<file path="src/rtl/hexcmd_pkg.sv">
package hexcmd_pkg;
  typedef enum logic [1:0] {
    ST_IDLE   = 2'd0,
    ST_DIGITS = 2'd1,
    ST_ERROR  = 2'd2
  } parse_st_e;
endpackage

</file>
<file path="src/rtl/hexcmd_nibble.sv">
module hexcmd_nibble (
  input  logic [7:0] char_i,
  output logic [3:0] nib_o,
  output logic       is_hex_o
);
  logic is_num, is_up, is_lo;

  always_comb begin
    is_num   = (char_i >= 8'h30) && (char_i <= 8'h39);
    is_up    = (char_i >= 8'h41) && (char_i <= 8'h46);
    is_lo    = (char_i >= 8'h61) && (char_i <= 8'h66);
    is_hex_o = is_num || is_up || is_lo;
    // letters carry 1..6 in the low nibble; adding 9 gives 10..15
    nib_o    = char_i[3:0] + ((is_up || is_lo) ? 4'd9 : 4'd0);
  end


  nibble_range_chk: assert final (!(is_num && nib_o > 4'd9));
endmodule

</file>
<file path="src/rtl/hexcmd_shifter.sv">
module hexcmd_shifter #(
  parameter int DIGITS = 8,
  localparam int ACC_W = DIGITS * 4,
  localparam int CNT_W = $clog2(DIGITS + 1)
) (
  input  logic             clk,
  input  logic             rst_n,
  input  logic             clr_i,
  input  logic             push_i,
  input  logic [3:0]       nib_i,
  output logic [ACC_W-1:0] acc_o,
  output logic [CNT_W-1:0] cnt_o
);
  logic [ACC_W-1:0] acc_d;
  logic [CNT_W-1:0] cnt_d;
  logic             acc_en;

  always_comb begin
    acc_en = clr_i || push_i;
    acc_d  = acc_o;
    cnt_d  = cnt_o;
    if (clr_i) begin
      acc_d = '0;
      cnt_d = '0;
    end else if (push_i) begin
      acc_d = {acc_o[ACC_W-5:0], nib_i};
      cnt_d = cnt_o + 1'b1;
    end
  end

  always_ff @(posedge clk or negedge rst_n) begin
    if (!rst_n) begin
      acc_o <= '0;
      cnt_o <= '0;
    end else if (acc_en) begin
      acc_o <= acc_d;
      cnt_o <= cnt_d;
    end
  end


  cnt_bound_chk: assert property (@(posedge clk) disable iff (!rst_n)
    cnt_o <= CNT_W'(DIGITS));
endmodule

</file>
<file path="src/rtl/hexcmd_decoder.sv">
module hexcmd_decoder
  import hexcmd_pkg::*;
#(
  parameter int         ADDR_W   = 16,
  parameter int         DATA_W   = 16,
  parameter logic [7:0] PREAMBLE = 8'h4D,
  parameter logic [7:0] TERM     = 8'h0D
) (
  input  logic              clk,
  input  logic              rst_n,
  input  logic [7:0]        rx_byte_i,
  input  logic              rx_valid_i,
  output logic [ADDR_W-1:0] bus_addr_o,
  output logic [DATA_W-1:0] bus_wdata_o,
  output logic              bus_write_o,
  output logic              bus_valid_o,
  output logic              parse_err_o
);
  localparam int ADDR_DIG = ADDR_W / 4;
  localparam int DATA_DIG = DATA_W / 4;
  localparam int TOT_DIG  = ADDR_DIG + DATA_DIG;
  localparam int ACC_W    = TOT_DIG * 4;
  localparam int CNT_W    = $clog2(TOT_DIG + 1);

  parse_st_e        st_q, st_d;
  logic [3:0]       nib;
  logic             is_hex;
  logic             clr, push, issue_rd, issue_wr;
  logic [ACC_W-1:0] acc;
  logic [CNT_W-1:0] cnt;

  hexcmd_nibble u_nib (
    .char_i  (rx_byte_i),
    .nib_o   (nib),
    .is_hex_o(is_hex)
  );

  hexcmd_shifter #(.DIGITS(TOT_DIG)) u_shift (
    .clk   (clk),
    .rst_n (rst_n),
    .clr_i (clr),
    .push_i(push),
    .nib_i (nib),
    .acc_o (acc),
    .cnt_o (cnt)
  );

  always_comb begin
    st_d     = st_q;
    clr      = 1'b0;
    push     = 1'b0;
    issue_rd = 1'b0;
    issue_wr = 1'b0;
    if (rx_valid_i) begin
      unique case (st_q)
        ST_IDLE, ST_ERROR: begin
          if (rx_byte_i == PREAMBLE) begin
            st_d = ST_DIGITS;
            clr  = 1'b1;
          end
        end
        ST_DIGITS: begin
          if (is_hex) begin
            if (cnt == CNT_W'(TOT_DIG)) st_d = ST_ERROR;
            else                        push = 1'b1;
          end else if (rx_byte_i == TERM) begin
            issue_rd = (cnt == CNT_W'(ADDR_DIG));
            issue_wr = (cnt == CNT_W'(TOT_DIG));
            st_d     = (issue_rd || issue_wr) ? ST_IDLE : ST_ERROR;
          end else begin
            st_d = ST_ERROR;
          end
        end
        default: st_d = ST_IDLE;
      endcase
    end
  end

  always_ff @(posedge clk or negedge rst_n) begin
    if (!rst_n) st_q <= ST_IDLE;
    else        st_q <= st_d;
  end

  always_ff @(posedge clk or negedge rst_n) begin
    if (!rst_n) begin
      bus_valid_o <= 1'b0;
      bus_addr_o  <= '0;
      bus_wdata_o <= '0;
      bus_write_o <= 1'b0;
    end else begin
      bus_valid_o <= issue_rd || issue_wr;
      if (issue_rd) begin
        bus_addr_o  <= acc[ADDR_W-1:0];
        bus_write_o <= 1'b0;
      end
      if (issue_wr) begin
        bus_addr_o  <= acc[ACC_W-1 -: ADDR_W];
        bus_wdata_o <= acc[DATA_W-1:0];
        bus_write_o <= 1'b1;
      end
    end
  end

  assign parse_err_o = (st_q == ST_ERROR);


  single_pulse_chk: assert property (@(posedge clk) disable iff (!rst_n)
    bus_valid_o |=> !bus_valid_o);


  addr_hold_chk: assert property (@(posedge clk) disable iff (!rst_n)
    !bus_valid_o |-> ($stable(bus_addr_o) && $stable(bus_write_o)));


  no_valid_in_err_chk: assert property (@(posedge clk) disable iff (!rst_n)
    parse_err_o |-> !bus_valid_o);


  idle_strobe_chk: assert property (@(posedge clk) disable iff (!rst_n)
    !rx_valid_i |=> $stable(st_q));


  err_exit_chk: assert property (@(posedge clk) disable iff (!rst_n)
    (parse_err_o && rx_valid_i && rx_byte_i == PREAMBLE) |=> !parse_err_o);
endmodule

</file>
<file path="config.mk">
export PLATFORM = sky130hd
export DESIGN_NAME = hexcmd_decoder
export DESIGN_NICKNAME = d
export VERILOG_FILES = /design/src/rtl/hexcmd_pkg.sv /design/src/rtl/hexcmd_nibble.sv /design/src/rtl/hexcmd_shifter.sv /design/src/rtl/hexcmd_decoder.sv
export SDC_FILE = /design/constraint.sdc
export NUM_CORES = 1
export LEC_CHECK = 0
export ABC_AREA = 1
export BUFFER_PORTS_ARGS = -buffer_cell sky130_fd_sc_hd__buf_2
export CAP_MARGIN = 20
export CORE_MARGIN = 2
export CORE_UTILIZATION = 60
export DETAILED_ROUTE_END_ITERATION = 12
export HOLD_SLACK_MARGIN = 0.06
export PLACE_DENSITY = 0.82
export SLEW_MARGIN = 10
export SYNTH_ARGS = -nofsm -noshare
export SYNTH_HDL_FRONTEND = slang
export SYNTH_HIERARCHICAL = 1
export SYNTH_SLANG_ARGS = --single-unit
</file>
<file path="constraint.sdc">
create_clock -name clk -period 2.2 [get_ports clk]
set_input_delay 0.22 -clock clk [delete_from_list [all_inputs] [get_ports clk]]
set_output_delay 0.22 -clock clk [all_outputs]
set_load 0.01 [all_outputs]
</file>
==> metrics <==
Hold Crit Endpoint=st_q[1]$_DFFE_PN0P_; Post-CTS Setup Repair Bufs=0; reg2reg path depth=7; Max Clk Rate=532 MHz; Remaining DRCs=0; top cell type's share of synthesized area=0.513; Iter 0 DRT Violations=247; CP max stage delay=0.41 ns; top post-synthesis cells by area=dfrtp_1, nand2_1, nand3_1; Skew-Pair Late Insertion Delay=0.35 ns; detailed-route via count=2941; Reg-to-Reg Start=u_shift/cnt_o[1]$_DFFE_PN0P_; kind of critical path=reg2reg; clk buf depth=2; Cell Area, Synth=3510 sq um; worst path cell trace=nor2_1, nand3_1, nand3_1, nor2_1, nor2_4, inv_2, o21ai_0; layer with the highest usage=met2; Fin Setup TNS=0 ns; boundary pin count=46; vias in the first global route=2825; Cells after Synth=424; worst hold slack=0.183 ns; Pre-antenna DRT Iters=5; status=complete, no violations; Port-buffer cells=45; worst reg2reg endpoint=u_shift/acc_o[0]$_DFFE_PN0P_; Distinct cells, synth=31; buffer and inverter count on the worst path=1; Max Cap Violations=0; min-delay src=rx_valid_i; synthesis-to-layout area growth=13.9%; RSZ-0062 raised after global routing=no; GRT Util Overall=0.265; detailed placement HPWL=5320 um; startpoint types=flip-flop; YS warnings=6; Final Wtd Congestion=0.877; most frequent cells in the layout=nand2_1, dfrtp_1, nand3_1; family with the most delay on the worst path=simple AND/OR/NAND/NOR gates; hold path cells=3; largest net degree at the start of global routing=46; die area=6480 sq um; Reg clk slew, reported paths=0.07 ns; critical path fanouts, max=16; CP endpoint kind=flip-flop; worst hold path class=in2reg; H-tree level count=3; Final setup viols=0; Clock Sinks=72; routed len/inst=14.1 um; first-pass GRT wire length=12900 um; grt total ovfl=0; initial antenna violation count=0; share of layout cells above drive strength 1=0.204; total wire length=7700 um; GR Util met2=0.418; Clock Root Buffer=clkbuf_8; commonest non-fill, non-tap cell in the layout=nand2_1; register area share after synthesis=0.513; fin crit share=0.855; # rows=27; WP data arrival=2.14 ns; Layout fillers=440; worst clock skew=0.00802 ns; normalized max-slew margin=0.574; CTS Buf Count=9; Post-synth ARST share=1.00; FF-to-FF setup slack=0.32 ns; CTS tree=built; min Tclk post-route=1.88 ns; Seq cells post-synth=72; Post-DRT Antenna Nets=0; met1 usage=0.345; core area=5570 sq um; number of vias per cell=5.38; Initial Util=0.630; Final Hold Fails=0; synthesized area per cell=8.28 sq um; number of synthesized flops with an enable pin=0; top_reg_cell synth=dfrtp_1; chip height=80.5 um; area leader, netlist=dfrtp_1; Power Total=0.00274 W; P_leak=2.20 nW; pwr/cell area=684 nW/um^2; syn nets=438; Max Transition Viols Final=0; die width=80.5 um; slowest cell on the critical path=dfrtp_1; peak supply drop=470 uV; M3 GR Usage=0.0562; actual slew at the worst max-slew pin=0.639 ns; Worst EP required=2.46 ns; nets=484; n_diodes=0
==> synth_stat cells, types with 3 or more instances <==
master / count
nand3_1: 71
nand2_1: 121
o31ai_1: 3
buf_2: 5
ha_1: 3
inv_1: 61
nand2_2: 5
nand4_1: 4
clkbuf_1: 3
buf_4: 3
a21oi_1: 3
o22ai_2: 9
nor2_4: 3
nor2_2: 4
nor2_1: 12
buf_6: 5
o21ai_0: 14
inv_2: 5
o21ai_1: 6
dfrtp_1: 72
==> tightest hold or removal path: stages <==
cell and delay (ns):
buf_2 0.13, nand4_1 0.09, nand2_1 0.06
==> layer usage <==
layer  vias up  routed length (um)  share of wire
li1       1429                   -              -
met1      1399                3350           0.44
met2        95                3730           0.48
met3        18                 412          0.053
met4         0                 212          0.028
met5         -                   0              0
==> worst max path at each step <==
stage | start | to | slack [ns] | cells past startpoint
after floorplan | rx_byte_i[2] | u_shift/acc_o[4]$_DFFE_PN0P_ | 0.64 | 9
final | u_shift/cnt_o[1]$_DFFE_PN0P_ | u_shift/acc_o[0]$_DFFE_PN0P_ | 0.32 | 7
after global routing | u_shift/cnt_o[1]$_DFFE_PN0P_ | u_shift/acc_o[0]$_DFFE_PN0P_ | 0.17 | 7
after CTS | u_shift/cnt_o[1]$_DFFE_PN0P_ | u_shift/acc_o[0]$_DFFE_PN0P_ | 0.33 | 7
after global placement | rx_byte_i[2] | u_shift/acc_o[24]$_DFFE_PN0P_ | 0.24 | 9
after detailed placement | rx_byte_i[2] | u_shift/acc_o[24]$_DFFE_PN0P_ | 0.14 | 9
==> power breakdown <==
part           internal [W]  switching [W]  leakage (nW)
Clock              0.000667       0.000486         0.106
Combinational     0.0000608       0.000117          1.25
Sequential          0.00137      0.0000372         0.845
Total               0.00209       0.000641          2.20
==> flip-flops by register name (all words and copies together), names as in the netlist <==
name,flops
bus_wdata_o,16
u_shift/cnt_o,4
st_q,2
u_shift/acc_o,32
bus_addr_o,16
bus_valid_o,1
bus_write_o,1
==> final cells by class <==
type                       instances  area (sq um)  area share
multi-input combinational        266          1330       0.332
sequential                        72          1800       0.450
inverter                          68           258      0.0644
clock buffer                      11           141      0.0353
clock inverter                     5          80.1      0.0200
tap                               72          90.1      0.0225
timing repair buffer              53           300      0.0750
==> per-stage QoR <==
step	worst slack, ns	instance area (sq um)	util	std cells
floorplan	0.644	3510	-	424
global placement	0.240	3770	0.676	530
detailed placement	0.138	3770	0.676	530
CTS	0.332	4000	0.718	547
global route	0.167	4000	0.718	547
finish	0.319	4000	0.718	547
==> cells by family after synthesis <==
| logic type | Yosys count | share of synthesized area |
|---|---|---|
| flip-flops | 72 | 0.513 |
| XOR/XNOR | 1 | 0.00249 |
| AO/OA/AOI/OAI | 39 | 0.0802 |
| buffers and inverters | 86 | 0.108 |
| adder cells (fa/ha/maj) | 3 | 0.0107 |
| AND/OR/NAND/NOR | 223 | 0.285 |
==> what timing repair did <==
action | 4_1_cts | 5_1_grt
endpoints found under the hold margin | 27 | 0
endpoints found under the setup margin | 0 | 0
hold buffers | 1 | 0
resized for setup | 0 | 0
Power figures use the tool's default switching activity.
